===== config.mk =====
export PLATFORM = sky130hd
export DESIGN_NAME = state_prof_bank
export DESIGN_NICKNAME = d
export VERILOG_FILES = /design/src/rtl/prof_pkg.sv /design/src/rtl/prof_counter.sv /design/src/rtl/prof_ctrl.sv /design/src/rtl/prof_rdmux.sv /design/src/rtl/state_prof_bank.sv
export SDC_FILE = /design/constraint.sdc
export NUM_CORES = 2
export LEC_CHECK = 0
export BUFFER_PORTS_ARGS = -buffer_cell sky130_fd_sc_hd__buf_2
export CAP_MARGIN = 40
export CORE_ASPECT_RATIO = 0.5
export CORE_MARGIN = 1
export CORE_UTILIZATION = 55
export DETAILED_ROUTE_END_ITERATION = 10
export GPL_ROUTABILITY_DRIVEN = 0
export GPL_TIMING_DRIVEN = 0
export PLACE_DENSITY = 0.69
export REMOVE_ABC_BUFFERS = 1
export SLEW_MARGIN = 5
export SYNTH_ARGS = -nofsm -noshare
export SYNTH_HDL_FRONTEND = slang
export SYNTH_SLANG_ARGS = --single-unit

===== constraint.sdc =====
create_clock -name clk_i -period 3 [get_ports clk_i]
set_input_delay 0.45 -clock clk_i [delete_from_list [all_inputs] [get_ports clk_i]]
set_output_delay 0.45 -clock clk_i [all_outputs]
set_load 0.005 [all_outputs]

===== src/rtl/prof_pkg.sv =====
package prof_pkg;
  localparam int CTRL_CLR_BIT  = 0;
  localparam int CTRL_STOP_BIT = 1;

  typedef enum logic [2:0] {
    RSEL_NONE,
    RSEL_CNT,
    RSEL_CYC,
    RSEL_OVF,
    RSEL_CTRL
  } rsel_e;
endpackage


===== src/rtl/prof_counter.sv =====
module prof_counter #(
  parameter int CNT_W = 32
) (
  input  logic             clk_i,
  input  logic             rst_ni,
  input  logic             clr_i,
  input  logic             inc_i,
  output logic [CNT_W-1:0] cnt_o,
  output logic             ovf_o
);
  localparam logic [CNT_W-1:0] MAX_V = '1;

  always_ff @(posedge clk_i or negedge rst_ni) begin
    if (!rst_ni) begin
      cnt_o <= '0;
      ovf_o <= 1'b0;
    end else if (clr_i) begin
      cnt_o <= '0;
      ovf_o <= 1'b0;
    end else if (inc_i) begin
      if (cnt_o == MAX_V) ovf_o <= 1'b1;
      else                cnt_o <= cnt_o + 1'b1;
    end
  end

  AST_SAT_HOLD: assert property (@(posedge clk_i) disable iff (!rst_ni)
    (cnt_o == MAX_V && !clr_i) |=> cnt_o == MAX_V);
  AST_OVF_STICKY: assert property (@(posedge clk_i) disable iff (!rst_ni)
    (ovf_o && !clr_i) |=> ovf_o);
  AST_CLR_ZERO: assert property (@(posedge clk_i) disable iff (!rst_ni)
    clr_i |=> (cnt_o == '0 && !ovf_o));
  AST_UNIT_STEP: assert property (@(posedge clk_i) disable iff (!rst_ni)
    !clr_i |=> (cnt_o == $past(cnt_o) || cnt_o == $past(cnt_o) + 1'b1));
endmodule


===== src/rtl/prof_ctrl.sv =====
module prof_ctrl #(
  parameter int ADDR_W    = 5,
  parameter int DATA_W    = 32,
  parameter int CTRL_ADDR = 18
) (
  input  logic              clk_i,
  input  logic              rst_ni,
  input  logic              req_i,
  input  logic              we_i,
  input  logic [ADDR_W-1:0] addr_i,
  input  logic [DATA_W-1:0] wdata_i,
  output logic              clr_o,
  output logic              stop_o
);
  import prof_pkg::*;

  logic ctrl_wr;
  assign ctrl_wr = req_i && we_i && (addr_i == ADDR_W'(CTRL_ADDR));
  assign clr_o   = ctrl_wr && wdata_i[CTRL_CLR_BIT];

  always_ff @(posedge clk_i or negedge rst_ni) begin
    if (!rst_ni)      stop_o <= 1'b0;
    else if (ctrl_wr) stop_o <= wdata_i[CTRL_STOP_BIT];
  end

  AST_STOP_HOLD: assert property (@(posedge clk_i) disable iff (!rst_ni)
    !(req_i && we_i && addr_i == ADDR_W'(CTRL_ADDR)) |=> $stable(stop_o));
endmodule


===== src/rtl/prof_rdmux.sv =====
module prof_rdmux #(
  parameter int NUM_CNT = 16,
  parameter int CNT_W   = 32,
  parameter int ADDR_W  = 5,
  parameter int DATA_W  = 32,
  localparam int SEL_W  = (NUM_CNT > 1) ? $clog2(NUM_CNT) : 1,
  localparam int MASK_W = NUM_CNT + 1
) (
  input  logic                          clk_i,
  input  logic                          rst_ni,
  input  logic                          req_i,
  input  logic                          we_i,
  input  logic [ADDR_W-1:0]             addr_i,
  input  logic [NUM_CNT-1:0][CNT_W-1:0] cnt_i,
  input  logic [CNT_W-1:0]              cyc_i,
  input  logic [MASK_W-1:0]             ovf_i,
  input  logic                          stop_i,
  output logic [DATA_W-1:0]             rdata_o,
  output logic                          rvalid_o
);
  import prof_pkg::*;

  localparam int CYC_ADDR  = NUM_CNT;
  localparam int OVF_ADDR  = NUM_CNT + 1;
  localparam int CTRL_ADDR = NUM_CNT + 2;

  rsel_e             rsel;
  logic [DATA_W-1:0] rd_next;
  logic              rd_req;

  assign rd_req = req_i && !we_i;

  always_comb begin
    if (addr_i < ADDR_W'(NUM_CNT))         rsel = RSEL_CNT;
    else if (addr_i == ADDR_W'(CYC_ADDR))  rsel = RSEL_CYC;
    else if (addr_i == ADDR_W'(OVF_ADDR))  rsel = RSEL_OVF;
    else if (addr_i == ADDR_W'(CTRL_ADDR)) rsel = RSEL_CTRL;
    else                                   rsel = RSEL_NONE;
  end

  always_comb begin
    rd_next = '0;
    unique case (rsel)
      RSEL_CNT:  rd_next = DATA_W'(cnt_i[addr_i[SEL_W-1:0]]);
      RSEL_CYC:  rd_next = DATA_W'(cyc_i);
      RSEL_OVF:  rd_next = DATA_W'(ovf_i);
      RSEL_CTRL: rd_next[CTRL_STOP_BIT] = stop_i;
      default:   rd_next = '0;
    endcase
  end

  always_ff @(posedge clk_i or negedge rst_ni) begin
    if (!rst_ni) begin
      rvalid_o <= 1'b0;
      rdata_o  <= '0;
    end else begin
      rvalid_o <= rd_req;
      if (rd_req) rdata_o <= rd_next;
    end
  end

  AST_RVALID_NEXT: assert property (@(posedge clk_i) disable iff (!rst_ni)
    rd_req |=> rvalid_o);
  AST_RVALID_IDLE: assert property (@(posedge clk_i) disable iff (!rst_ni)
    !rd_req |=> !rvalid_o);
endmodule


===== src/rtl/state_prof_bank.sv =====
module state_prof_bank #(
  parameter int NUM_CNT = 16,
  parameter int CNT_W   = 32,
  parameter int ADDR_W  = 5,
  parameter int DATA_W  = 32,
  localparam int SEL_W  = (NUM_CNT > 1) ? $clog2(NUM_CNT) : 1,
  localparam int MASK_W = NUM_CNT + 1
) (
  input  logic              clk_i,
  input  logic              rst_ni,
  input  logic [SEL_W-1:0]  state_i,
  input  logic              req_i,
  input  logic              we_i,
  input  logic [ADDR_W-1:0] addr_i,
  input  logic [DATA_W-1:0] wdata_i,
  output logic [DATA_W-1:0] rdata_o,
  output logic              rvalid_o
);
  localparam int CTRL_ADDR = NUM_CNT + 2;

  logic                          clr;
  logic                          stop;
  logic [NUM_CNT-1:0]            inc;
  logic [NUM_CNT-1:0][CNT_W-1:0] cnt;
  logic [NUM_CNT-1:0]            cnt_ovf;
  logic [CNT_W-1:0]              cyc;
  logic                          cyc_ovf;

  prof_ctrl #(
    .ADDR_W   (ADDR_W),
    .DATA_W   (DATA_W),
    .CTRL_ADDR(CTRL_ADDR)
  ) u_ctrl (
    .clk_i  (clk_i),
    .rst_ni (rst_ni),
    .req_i  (req_i),
    .we_i   (we_i),
    .addr_i (addr_i),
    .wdata_i(wdata_i),
    .clr_o  (clr),
    .stop_o (stop)
  );

  for (genvar gi = 0; gi < NUM_CNT; gi++) begin : g_cnt
    assign inc[gi] = !stop && (state_i == SEL_W'(gi));
    prof_counter #(.CNT_W(CNT_W)) u_cnt (
      .clk_i (clk_i),
      .rst_ni(rst_ni),
      .clr_i (clr),
      .inc_i (inc[gi]),
      .cnt_o (cnt[gi]),
      .ovf_o (cnt_ovf[gi])
    );
  end

  prof_counter #(.CNT_W(CNT_W)) u_cyc (
    .clk_i (clk_i),
    .rst_ni(rst_ni),
    .clr_i (clr),
    .inc_i (!stop),
    .cnt_o (cyc),
    .ovf_o (cyc_ovf)
  );

  prof_rdmux #(
    .NUM_CNT(NUM_CNT),
    .CNT_W  (CNT_W),
    .ADDR_W (ADDR_W),
    .DATA_W (DATA_W)
  ) u_rd (
    .clk_i   (clk_i),
    .rst_ni  (rst_ni),
    .req_i   (req_i),
    .we_i    (we_i),
    .addr_i  (addr_i),
    .cnt_i   (cnt),
    .cyc_i   (cyc),
    .ovf_i   ({cyc_ovf, cnt_ovf}),
    .stop_i  (stop),
    .rdata_o (rdata_o),
    .rvalid_o(rvalid_o)
  );

  AST_ONE_STATE: assert property (@(posedge clk_i) disable iff (!rst_ni)
    $onehot0(inc));
  AST_STOP_FREEZE: assert property (@(posedge clk_i) disable iff (!rst_ni)
    (stop && !clr) |=> $stable(cyc) && $stable(cnt));
  AST_CYC_RUN: assert property (@(posedge clk_i) disable iff (!rst_ni)
    (!stop && !clr && cyc != '1) |=> cyc == $past(cyc) + 1'b1);
endmodule


=== Word level (Yosys, flattened, before mapping) ===
Cells that the tools add are included.

* Register bits after elaboration: 595
* Bits of input ports: 45
* Output and inout port bits: 33
* Logic and storage cells: 314

* Add/subtract/negate cells: 17
* Magnitude comparators: 2
* Equal/unequal tests: 57
* Mux-type cells: 111
* Reduce and logical (&&, ||, !) cells: 90

{| class="wikitable"
|+ Operators with widths
! cell !! count
|-
| 32-bit two-way mux || 52
|-
| 32-bit by 1-bit adder with 32-bit output, second input constant || 17
|-
| 32-bit == test, second input constant || 17
|-
| 32-bit binary-select mux with 4-bit select || 1
|-
| 30-bit one-hot mux with 3 select lines || 1
|-
| 2-bit AND reduction || 34
|-
| 2-bit nonzero test || 33
|-
| 1-bit two-way mux || 51
|-
| 2-bit inequality test, second input constant || 18
|-
| 4-bit == test, second input constant || 8
|-
| 1-bit logical AND || 20
|-
| 4-bit by 3-bit == test with 1-bit output, second input constant || 4
|-
| 5-bit == test, second input constant || 3
|-
| 3-bit two-way mux || 4
|-
| 4-bit by 2-bit == test with 1-bit output, second input constant || 2
|-
| 3-bit by 2-bit == test with 1-bit output, second input constant || 2
|-
| 4-bit by 5-bit less-than comparator with 1-bit output, second input constant || 1
|-
| 5-bit less-than comparator, second input constant || 1
|-
| 4-bit by 1-bit == test with 1-bit output, second input constant || 1
|-
| 4-bit logical NOT || 1
|-
| 1-bit one-hot mux with 4 select lines || 1
|-
| 3-bit by 1-bit == test with 1-bit output, second input constant || 1
|-
| 3-bit == test, second input constant || 1
|-
| 1-bit one-hot mux with 3 select lines || 1
|-
| 1-bit logical NOT || 2
|}

=== Logic depth before layout (Yosys ltp) ===
* Depth in word-level cells: 7
* Depth in mapped cells: 9
* Mapped depth without buffers: 7

=== Hierarchy ===
A second synthesis with hierarchy kept.

* Cell total of the unflattened synthesis: 3754
* Area total of the unflattened synthesis: 36645.1 µm²

{| class="wikitable"
|+ Modules (own cells, without submodules)
! module !! instances !! cells an instance !! area each (µm²) !! seq. area each (µm²)
|-
| prof_counter || 17 || 195 || 1816.7 || 825.8
|-
| prof_rdmux || 1 || 409 || 5550.3 || 825.8
|-
| state_prof_bank || 1 || 24 || 141.4 || 0.0
|-
| prof_ctrl || 1 || 6 || 68.8 || 25.0
|}

=== Worst setup path after synthesis ===
No wires, ideal clock.

* Path type: input to register
* From: input addr_i[0]
* To: register u_rd.rdata_o[3]
* Setup time: 0.126 ns
* Arrival time: 2.564 ns
* Data required time: 2.874 ns
* Slack: 0.310 ns
* Cell stages on the path: 7
* Buffers on the path: 4
* Cell sequence: clkbuf_1 buf_2 buf_2 buf_1 mux4_2 mux4_2 a221o_1

* Word-level cells in the longest chain between the ends: 7
* Elaborated cells between the ends (all ways): 14
* Classes of those cells: 1 x order compare; 6 x eq/ne; 7 x mux

{| class="wikitable"
|+ RTL lines
! item !! line !! source
|-
| from (decl) || state_prof_bank.sv:14 || <nowiki>input logic [ADDR_W-1:0] addr_i,</nowiki>
|-
| 5-bit == test || prof_rdmux.sv:37 || <nowiki>else if (addr_i == ADDR_W'(CTRL_ADDR)) rsel = RSEL_CTRL;</nowiki>
|-
| 3-bit two-way mux || prof_rdmux.sv:37 ||
|-
| 3-bit two-way mux || prof_rdmux.sv:36 || <nowiki>else if (addr_i == ADDR_W'(OVF_ADDR)) rsel = RSEL_OVF;</nowiki>
|-
| 3-bit two-way mux || prof_rdmux.sv:35 || <nowiki>else if (addr_i == ADDR_W'(CYC_ADDR)) rsel = RSEL_CYC;</nowiki>
|-
| 3-bit two-way mux || prof_rdmux.sv:34 || <nowiki>if (addr_i < ADDR_W'(NUM_CNT)) rsel = RSEL_CNT;</nowiki>
|-
| 3-bit by 2-bit == test with 1-bit output / 3-bit by 1-bit == test with 1-bit output (equally long branches) || prof_rdmux.sv:43 || <nowiki>unique case (rsel)</nowiki>
|-
| 30-bit one-hot mux with 3 select lines (*) || prof_rdmux.sv:43 ||
|-
| to (signal assigned) || prof_rdmux.sv:58 || <nowiki>if (rd_req) rdata_o <= rd_next;</nowiki>
|-
| to (decl) || prof_rdmux.sv:18 || <nowiki>output logic [DATA_W-1:0] rdata_o,</nowiki>
|}

Mark *: on every way between the ends. The rest lies on a longest branch, timed or not. The select of a mux whose other input is x is not followed.
A chain may end at the register's enable or synchronous reset.

=== Worst setup path in the final report ===
* From: register u_ctrl.stop_o
* To: register g_cnt[9].u_cnt.cnt_o[31]

* Word-level cells in the longest chain between the ends: 4

{| class="wikitable"
|+ RTL lines
! item !! line !! source
|-
| from (decl) || prof_ctrl.sv:13 || <nowiki>output logic stop_o</nowiki>
|-
| from (signal assigned) || prof_ctrl.sv:23 || <nowiki>else if (ctrl_wr) stop_o <= wdata_i[CTRL_STOP_BIT];</nowiki>
|-
| 1-bit logical NOT || - ||
|-
| 1-bit logical AND || state_prof_bank.sv:45 || <nowiki>assign inc[gi] = !stop && (state_i == SEL_W'(gi));</nowiki>
|-
| 2-bit nonzero test (no line) || - ||
|-
| 2-bit AND reduction (no line) || - ||
|-
| to (signal assigned) || prof_counter.sv:22 || <nowiki>else cnt_o <= cnt_o + 1'b1;</nowiki>
|-
| to (decl) || prof_counter.sv:8 || <nowiki>output logic [CNT_W-1:0] cnt_o,</nowiki>
|}

Every way passes these cells.

==> results.toml <==
[status]
status = "completed"

[worst_setup_path]
critPathArrivalTime_ns = 3.45
worst_ep_required_time_ns = 3.54
endpoint_kind = "flip-flop"
path_max_fanout = 22
crit_top_cell = "nand3_1"
reg2reg_depth = 7
regToRegSetupSlack_ns = 0.09
timing.rr.end = "g_cnt[9].u_cnt.cnt_o[31]"
path_class = "flip-flop to flip-flop"
worstSetupStartpoint = "u_ctrl.stop_o"
reg2reg_from = "u_ctrl.stop_o"
path_cells = "nor3b_2, buf_2, nand3_1, a2111oi_2, nand3_1, or3_1, a21oi_1"
start_kind = "flip-flop"
slowest_delay_ns = 0.58
slowest_stage = "dfrtp_2"

[cells_and_area]
final_cells = 4393
areaGrowthSynthToFinish_pct = 10.1
utilization = 0.617
n_fill_cell = 5020
drive_gt1_frac = 0.115
nets = 3590

[timing]
layout_min_cycle_time_ns = 2.91
slew_headroom = 0.336
maxSlewViolCount = 0
hold_violations = 0
setup_viol = 0
setup_ws_ns = 0.0877
max_freq_ghz = 0.343
fin_skew_ns = 0.0338
worstMarginPinSlew_ns = 0.987
fin_crit_sh = 0.971

[synthesis]
synth-seq-cells = 595
synth_top_area_share = 0.431
syn_area_mm2 = 0.0345
synth_cell_types = 80
yosysSeqAreaShare = 0.431
synth_top_flop_cell = "dfrtp_1"
synth.most_common_cell = "dfrtp_1"
synth_edf_count = 0
yosys.area.top_type = "dfrtp_1"
yosys_warnings = 0
synthArstFlopShare = 1.00
synth_area_per_cell_um2 = 9.79
synth.area.top_cells = "dfrtp_1 43%, mux4_2 9.4%, xor2_1 6.6%, nor2_1 6.1%, xnor2_1 4.4%"
syn_inst = 3526
synth_common_cells = "595 x dfrtp_1, 560 x nor2_1, 260 x xor2_1"

[power_and_ir_drop]
combinationalPowerShare = 0.116
seqPwrFrac = 0.492
cellPowerDensity_mw_per_mm2 = 506
leakagePower_uw = 0.0158
p_sw_uw = 5410
power_frac_clock = 0.392
intPower_uw = 13800
ir_drop_mv = 0.434
swShare = 0.281

[die]
core_area_mm2 = 0.0616
ios = 78
row_count = 64
die-area_mm2 = 0.0638
die_w_um = 356
start_util = 0.561
dieHeight_um = 179

[cts]
clk_pin_slew_worst_paths_ns = 0.07
root_buffer = "clkbuf_16"
htree_levels = 2
cts-buffers-inserted = 55
cts_tree = "yes"
clock_latency_ns = 0.65
cts_buffer_depth = 3
cts_sinks = 595

[global_route]
grt_usage = 0.328
antenna_found_initial = 4
grt_max_degree = 112
grt_pass1_wl_mm = 160
first_global_vias = 26730
grt.overflow.total = 0

[placed_design]
pre_cts_ws_ns = -1.38
numPortBuffers = 47
dp_cells = 4283
dpl.hpwl_mm = 74.2

[detailed_routing]
wl_mm = 104
post_drt_via_cell_ratio = 6.53
drt.antenna.violating_nets = 0
drc_errors = 0
drt_iter0_drc = 3536
vias = 28676
wl_per_cell_um = 23.6
detail_route.first_pass.iterations = 6

[worst_hold_path]
worstHoldStart = "wdata_i[1]"
holdCritPathClass = "input pin to flip-flop"
holdPathEnd = "u_ctrl.stop_o"
hold_depth = 2

[flow_run]
maxCapViolations = 0
sequential cells by signal, summed over array words and instances (netlist names):
| name | cells |
|---|---|
| u_rd.rdata_o | 32 |
| u_ctrl.stop_o | 1 |
| u_cyc.ovf_o | 1 |
| g_cnt.u_cnt.ovf_o | 16 |
| u_cyc.cnt_o | 32 |
| g_cnt.u_cnt.cnt_o | 512 |
| u_rd.rvalid_o | 1 |
worst max-delay path: cells and delay by family, from the launching register on:
kind / cells / cell delay (ns)
and+or+nand+nor: 4 / 1.21
AOI/OAI and AO/OA: 2 / 0.72
DFF: 1 / 0.58
buffers and inverters: 1 / 0.27
routing by layer:
layer,vias up,part of all wire,global-route usage
met2,1249,0.44,0.491
met5,-,0.00013,0
met4,2,0.040,0.123
met1,14384,0.41,0.458
li1,12829,-,-
met3,212,0.11,0.0880
how the worst max path moves through the flow:
stage                           endpoint  slack [ns]  cells after the start
5_1_grt        g_cnt[14].u_cnt.cnt_o[14]      -0.003                      8
3_3_place_gp    g_cnt[5].u_cnt.cnt_o[31]      -23.51                      7
2_1_floorplan  g_cnt[10].u_cnt.cnt_o[21]      -11.34                      6
3_5_place_dp    g_cnt[5].u_cnt.cnt_o[31]       -1.38                     12
4_1_cts         g_cnt[5].u_cnt.cnt_o[31]      -0.008                     12
6_report        g_cnt[9].u_cnt.cnt_o[31]        0.09                      7
power by group through the flow:
stage,Clock (uW),Combinational (uW),Sequential [uW]
4_1_cts,7600,2210,9420
3_3_place_gp,0,2090,9560
5_1_grt,7900,2490,9520
3_5_place_dp,0,2180,9570
6_report,7540,2230,9450
2_1_floorplan,0,1430,9300
final cells by class:
type                            instances  area, um^2  area share
Inverter                               46         173     0.00454
Clock buffer                           77        1610      0.0424
Clock inverter                         19         255     0.00672
Timing Repair Buffer                  108        1180      0.0311
Multi-Input combinational cell       2722       18900       0.496
Sequential cell                       595       14900       0.392
Antenna cell                            1        2.50   0.0000659
Tap cell                              825        1030      0.0272
kinds of logic (layout without fill, tap and decap cells):
family / count (synthesis) / in the layout / synth area share
flops: 595 / 595 / 0.431
xor+xnor: 433 / 433 / 0.110
buf+inv: 211 / 250 / 0.0258
simple gates: 1774 / 1776 / 0.264
compound gates: 339 / 339 / 0.0651
other cells: 0 / 1 / 0
mux: 157 / 157 / 0.0978
fa+ha+maj: 17 / 17 / 0.00616
timing repair:
item	CTS	global route
hold endpoints to repair	76	0
setup endpoints to repair	54	125
cloned	3	1
hold buffers	1	0
pin swaps	1	5
resized for setup	9	7
buffers inserted	1	5
metrics by stage:
step                      power (uW)  hold WS (ns)  cell area (um^2)  TNS (ns)
after global placement         11700         0.486             35100         -
after global routing           19900        0.0451             38000  -0.00250
final                          19200        0.0457             38000         0
after CTS                      19200        0.0328             37900  -0.00771
after detailed placement       11700         0.492             35900   -148.08
after floorplan                10700         0.154             33800  -4703.62
cell usage in the layout (no fill, tap or decap), types with 37 or more instances in the layout:
| cell type | n |
|---|---|
| and3_1 | 91 |
| and2_1 | 37 |
| nor2_1 | 559 |
| inv_1 | 46 |
| xnor2_1 | 173 |
| a21oi_1 | 103 |
| dfrtp_1 | 594 |
| a22oi_1 | 48 |
| nand3_1 | 223 |
| o21ai_0 | 88 |
| nand4_1 | 201 |
| nand2_1 | 236 |
| nor3_1 | 113 |
| buf_2 | 54 |
| mux4_2 | 144 |
| nor4_1 | 53 |
| or3_1 | 82 |
| xor2_1 | 260 |
| and4_1 | 53 |
| clkbuf_16 | 58 |
(Power assumes the default switching activity.)
